===== src/rtl/pcflow_pkg.sv =====
package pcflow_pkg;
  localparam int PC_W = 16;
  typedef logic [PC_W-1:0] pc_t;

  // address of the instruction after p, wrapping at the top of the space
  function automatic pc_t pc_next(input pc_t p);
    return p + pc_t'(1);
  endfunction

  // reset value of handler entry idx
  function automatic pc_t vec_default(input int unsigned idx);
    return pc_t'(32'h0040 + idx * 32'h0010);
  endfunction
endpackage


===== src/rtl/pcf_stack.sv =====
module pcf_stack
  import pcflow_pkg::*;
#(
  parameter int DEPTH = 8
) (
  input  logic                       clk,
  input  logic                       rst_n,
  input  logic                       push,
  input  logic                       pop,
  input  pc_t                        wdata,
  output pc_t                        rdata,
  output logic                       full,
  output logic                       empty,
  output logic [$clog2(DEPTH+1)-1:0] count
);
  localparam int CW = $clog2(DEPTH + 1);
  localparam int AW = (DEPTH > 1) ? $clog2(DEPTH) : 1;

  pc_t            mem [DEPTH];
  logic [CW-1:0]  cnt_q;
  logic [AW-1:0]  wr_idx;
  logic [AW-1:0]  top_idx;

  assign wr_idx  = cnt_q[AW-1:0];
  assign top_idx = AW'(cnt_q - CW'(1));
  assign full    = (cnt_q == CW'(DEPTH));
  assign empty   = (cnt_q == '0);
  assign count   = cnt_q;
  assign rdata   = mem[top_idx];

  always_ff @(posedge clk) begin
    if (push && !full) mem[wr_idx] <= wdata;
  end

  always_ff @(posedge clk or negedge rst_n) begin
    if (!rst_n)                cnt_q <= '0;
    else if (push && !full)    cnt_q <= cnt_q + CW'(1);
    else if (pop && !empty)    cnt_q <= cnt_q - CW'(1);
  end
endmodule


===== src/rtl/pcf_vectors.sv =====
module pcf_vectors
  import pcflow_pkg::*;
#(
  parameter int NSRC = 4
) (
  input  logic                              clk,
  input  logic                              rst_n,
  input  logic                              we,
  input  logic [((NSRC>1)?$clog2(NSRC):1)-1:0] widx,
  input  pc_t                               wdata,
  input  logic [((NSRC>1)?$clog2(NSRC):1)-1:0] ridx,
  output pc_t                               rdata
);
  pc_t vec_q [NSRC];

  assign rdata = vec_q[ridx];

  always_ff @(posedge clk or negedge rst_n) begin
    if (!rst_n) begin
      for (int i = 0; i < NSRC; i++) vec_q[i] <= vec_default(i);
    end else if (we) begin
      vec_q[widx] <= wdata;
    end
  end
endmodule


===== src/rtl/pcf_pick.sv =====
module pcf_pick #(
  parameter int N = 4
) (
  input  logic [N-1:0]                     req,
  output logic                             valid,
  output logic [((N>1)?$clog2(N):1)-1:0]   idx,
  output logic [N-1:0]                     grant
);
  localparam int IW = (N > 1) ? $clog2(N) : 1;

  always_comb begin
    idx   = '0;
    grant = '0;
    for (int i = N - 1; i >= 0; i--) begin
      if (req[i]) begin
        idx   = IW'(i);
        grant = N'(1) << i;
      end
    end
    valid = |req;
  end
endmodule


===== src/rtl/pcflow_unit.sv =====
module pcflow_unit
  import pcflow_pkg::*;
#(
  parameter int   DEPTH    = 8,
  parameter int   NSRC     = 4,
  parameter logic [15:0] RESET_PC = 16'h0000
) (
  input  logic                                 clk,
  input  logic                                 rst_n,
  input  logic                                 step_i,
  input  logic                                 call_i,
  input  logic                                 ret_i,
  input  logic                                 reti_i,
  input  logic [15:0]                          target_i,
  input  logic [NSRC-1:0]                      irq_i,
  input  logic                                 vec_we_i,
  input  logic [((NSRC>1)?$clog2(NSRC):1)-1:0] vec_idx_i,
  input  logic [15:0]                          vec_data_i,
  output logic [15:0]                          pc_o,
  output logic                                 in_service_o,
  output logic                                 overflow_o,
  output logic                                 underflow_o
);
  localparam int IW = (NSRC > 1) ? $clog2(NSRC) : 1;
  localparam int CW = $clog2(DEPTH + 1);

  pc_t           pc_q;
  logic          mask_q, ovf_q, unf_q;
  pc_t           ret_addr, stk_top, vec_sel;
  logic          stk_full, stk_empty;
  logic [CW-1:0] stk_count;
  logic          irq_valid;
  logic [IW-1:0] irq_idx;
  logic [NSRC-1:0] irq_grant;

  // named internal events
  logic cmd_call, cmd_reti, cmd_ret, cmd_plain;
  logic ev_call, ev_ret_pop, ev_reti_pop, ev_irq_take;
  logic ev_push, ev_pop, ev_ovf, ev_unf;

  assign ret_addr = pc_next(pc_q);

  assign cmd_call  = step_i & call_i;
  assign cmd_reti  = step_i & ~call_i & reti_i;
  assign cmd_ret   = step_i & ~call_i & ~reti_i & ret_i;
  assign cmd_plain = step_i & ~call_i & ~reti_i & ~ret_i;

  assign ev_call     = cmd_call & ~stk_full;
  assign ev_ret_pop  = cmd_ret  & ~stk_empty;
  assign ev_reti_pop = cmd_reti & ~stk_empty;
  assign ev_irq_take = cmd_plain & irq_valid & ~mask_q & ~stk_full;
  assign ev_push     = ev_call | ev_irq_take;
  assign ev_pop      = ev_ret_pop | ev_reti_pop;
  assign ev_ovf      = cmd_call & stk_full;
  assign ev_unf      = (cmd_ret | cmd_reti) & stk_empty;

  pcf_pick #(.N(NSRC)) u_pick (
    .req   (irq_i),
    .valid (irq_valid),
    .idx   (irq_idx),
    .grant (irq_grant)
  );

  pcf_vectors #(.NSRC(NSRC)) u_vec (
    .clk   (clk),
    .rst_n (rst_n),
    .we    (vec_we_i),
    .widx  (vec_idx_i),
    .wdata (vec_data_i),
    .ridx  (irq_idx),
    .rdata (vec_sel)
  );

  pcf_stack #(.DEPTH(DEPTH)) u_stack (
    .clk   (clk),
    .rst_n (rst_n),
    .push  (ev_push),
    .pop   (ev_pop),
    .wdata (ret_addr),
    .rdata (stk_top),
    .full  (stk_full),
    .empty (stk_empty),
    .count (stk_count)
  );

  always_ff @(posedge clk or negedge rst_n) begin
    if (!rst_n) begin
      pc_q   <= pc_t'(RESET_PC);
      mask_q <= 1'b0;
      ovf_q  <= 1'b0;
      unf_q  <= 1'b0;
    end else begin
      ovf_q <= ev_ovf;
      unf_q <= ev_unf;
      if (ev_irq_take)          pc_q <= vec_sel;
      else if (ev_call)         pc_q <= target_i;
      else if (ev_pop)          pc_q <= stk_top;
      else if (cmd_plain)       pc_q <= ret_addr;
      if (ev_irq_take)          mask_q <= 1'b1;
      else if (ev_reti_pop)     mask_q <= 1'b0;
    end
  end

  assign pc_o         = pc_q;
  assign in_service_o = mask_q;
  assign overflow_o   = ovf_q;
  assign underflow_o  = unf_q;
endmodule


===== config.mk =====
export PLATFORM = sky130hd
export DESIGN_NAME = pcflow_unit
export DESIGN_NICKNAME = d
export VERILOG_FILES = /design/src/rtl/pcflow_pkg.sv /design/src/rtl/pcf_stack.sv /design/src/rtl/pcf_vectors.sv /design/src/rtl/pcf_pick.sv /design/src/rtl/pcflow_unit.sv
export SDC_FILE = /design/constraint.sdc
export NUM_CORES = 1
export LEC_CHECK = 0
export ABC_AREA = 0
export BUFFER_PORTS_ARGS = -buffer_cell sky130_fd_sc_hd__buf_2
export CORE_MARGIN = 5
export CORE_UTILIZATION = 45
export CTS_CLUSTER_SIZE = 12
export DETAILED_ROUTE_END_ITERATION = 8
export SYNTH_ARGS = -nofsm -noshare
export SYNTH_HDL_FRONTEND = slang
export SYNTH_SLANG_ARGS = --single-unit

===== constraint.sdc =====
create_clock -name clk -period 5.7 [get_ports clk]
set_input_delay 0.285 -clock clk [delete_from_list [all_inputs] [get_ports clk]]
set_output_delay 0.285 -clock clk [all_outputs]
set_load 0.03 [all_outputs]

==> flow_summary.toml <==
[outcome]
outcome = "finished, violations left"
violations = "negative hold slack"

[detailed_routing]
antenna_left = 0
vias = 5553
drc_errors = 0
via_per_inst = 5.79
totalWireLength_mm = 21.8
drtIter0Drc = 527
dr.pass1.iters = 5
wire_per_inst_um = 22.7

[grt]
grt_max_degree = 88
antenna_found_initial = 0
grt_use_total = 0.185
grt_overflow = 0
grt_pass1_wl_mm = 34.5
grt_pass1_vias = 5827

[timing]
relSlewSlack = 0.259
tightest_slew_ns = 1.11
final-max-slew-violation-count = 0
hold_violations = 4
finalCritPeriodShare = 0.550
fin_crit_ns = 3.13
setup_ws_ns = 2.57
clock_skew_ns = 0.0133
tns_ns = 0
fmax_mhz = 319
whs_ns = -0.0152
setup_violations = 0
rsz0062_at_grt = "false"

[critical_path]
reg2reg_depth = 7
critPathBufInv = 2
critPathArrivalTime_ns = 3.33
cpLargestDelayFamily = "simple AND/OR/NAND/NOR gates"
crit_required_ns = 5.90
path_depth = 7
cpPeakStageDelay_ns = 0.78
start_kind = "register"
path_max_fanout = 20
critPathKind = "register to register"
cp_slowest_cell = "nor2b_2"
endpoint_kind = "register"
path_cells = "inv_1 > ha_2 > nand3b_1 > nor2b_2 > o21ai_1 > nor2_1 > buf_4"

[placed_design]
dp_cells = 921
gp_congestion = 0.828
numPortBuffers = 63
dpl.hpwl_mm = 15.1
place_ws_ns = 2.57

[floorplanning]
num_rows = 52
io_pins = 64
die_h_um = 154
initial_core_util = 0.460
core-area_um2 = 20400
die_area_um2 = 23800
die_x_um = 154

[synth]
synth_area_leaders = "edfxtp_1 41%, dfrtp_1 21%, mux4_2 11%, mux2_2 7.3%, dfstp_2 2.2%"
syn-num-nets = 653
yosysSeqAreaShare = 0.644
synth_flop_cell = "edfxtp_1"
async_flop_share = 0.405
synth.distinct_cells = 50
avgSynthCellArea_um2 = 15.5
yosysWarnings = 0
synth_edf_count = 128
synth_top_area_cell = "edfxtp_1"
synth_top_area_frac = 0.411
syn_inst = 605
synth_area_um2 = 9360
ys_seq_elements = 215

[final_layout]
layout-drive-gt1-share = 0.347
final_nets = 724
multiInputGateArea_um2 = 3200
syn_to_final_growth_pct = 14.4
ff_latch_area_um2 = 6030
fillers = 1707
diodes = 0
stdcell_count = 959
fin_util = 0.526

[clocking]
cts_buffer_depth = 3
cts.repair.resized = 0
clk_pin_slew_worst_paths_ns = 0.06
worstSkewPairLatency_ns = 0.52
postCtsHoldBufs = 0
cts_tree = "built"
root_buffer = "clkbuf_16"
clock-sinks = 215
htreeDepth = 1
post-cts-setup-buffers = 0
cts_buffers = 23

[pwr]
p_per_area_nw_per_um2 = 497
p_leak_nw = 3.91
peakVddDrop_v = 0.000220

[hold_path]
hp-class = "input port to asynchronous set/reset pin"

[flow_run]
maxCapViolations = 0
==> metal layers <==
metal	global-route usage	up-vias	part of all wire
met5	0	-	0
li1	-	2491	-
met2	0.286	158	0.47
met4	0.0463	0	0.018
met3	0.0363	30	0.060
met1	0.272	2874	0.46
==> registers in the layout, summed over array words and instances (netlist names) <==
name and flops:
u_stack.count 4, overflow_o 1, in_service_o 1, pc_o 16
u_stack.mem 128, u_vec.vec_q 64, underflow_o 1
==> cell families (layout without fill, tap and decap cells) <==
logic type,Yosys count,after routing,share of synthesized area
mux,110,110,0.186
xor+xnor,22,22,0.0214
simple gates,131,131,0.0679
fa+ha+maj,3,3,0.00401
flops,215,215,0.644
compound gates,84,84,0.0578
buf+inv,40,124,0.0185
==> worst paths after layout <==
path / slack, ns / start / to
max in group asynchronous: 4.95 / rst_n / u_stack.count[0]$_DFFE_PN0P_
min in group clk: 0.04 / vec_data_i[11] / u_vec.vec_q[59]$_DFFE_PN0P_
hold / removal: -0.02 / rst_n / u_vec.vec_q[8]$_DFFE_PN0P_
setup reg to reg: 2.57 / u_stack.count[1]$_DFFE_PN0P_ / u_stack.mem[6][9]$_DFFE_PP_
hold reg to reg: 0.50 / u_vec.vec_q[0]$_DFFE_PN0P_ / u_vec.vec_q[0]$_DFFE_PN0P_
setup / recovery: 2.57 / u_stack.count[1]$_DFFE_PN0P_ / u_stack.mem[6][9]$_DFFE_PP_
==> through the flow <==
step	instance area (um^2)	hold WS, ns	power, mW
2_1_floorplan	9360	-0.0106	3.42
3_3_place_gp	10000	0.482	3.96
3_5_place_dp	10000	0.489	4.00
4_1_cts	10700	0.0182	5.37
5_1_grt	10700	0.0356	5.60
6_report	10700	-0.0152	5.32
==> worst reg2reg max path, stage by stage (launching register included) <==
cell	delay, ns
dfrtp_1	0.56
inv_1	0.09
ha_2	0.24
nand3b_1	0.23
nor2b_2	0.79
o21ai_1	0.28
nor2_1	0.33
buf_4	0.30
==> Yosys cell counts (4+ instances only) <==
master and number:
nor4_1 7, inv_1 9, o21ai_0 8, buf_2 9
o21a_1 4, nand3_1 17, mux2i_1 4, nor2_1 26
o21ai_1 4, edfxtp_1 128, clkbuf_1 19, xor2_1 12
nand4_1 4, nand2_1 49, o211ai_1 10, mux2_2 61
dfstp_2 8, nor3_1 8, dfrtp_1 79, mux4_2 45
o22ai_1 8, a21oi_1 29, xnor2_1 9, a221oi_1 7
==> layout make-up <==
class	instances	share of cell area
Clock buffer	32	0.0597
Tap cell	270	0.0315
Sequential cell	215	0.563
Inverter	9	0.00315
Clock inverter	6	0.00397
Multi-Input combinational cell	350	0.299
Timing Repair Buffer	77	0.0395
==> power breakdown <==
part           internal (mW)  leakage [nW]  switching, mW
Clock                  0.781         0.337          0.578
Combinational          0.681          1.40           1.02
Sequential              2.06          2.17          0.197
==> placed cells by master, fill, tap and decap left out, types with 12 or more instances in the layout <==
master	netlist	final
dfrtp_1	79	78
buf_4	1	15
nand3_1	17	17
buf_2	9	62
xor2_1	12	12
nand2_1	49	49
mux4_2	45	45
edfxtp_1	128	128
clkbuf_16	0	23
mux2_2	61	61
a21oi_1	29	29
nor2_1	26	26
Power figures use the tool's default switching activity.
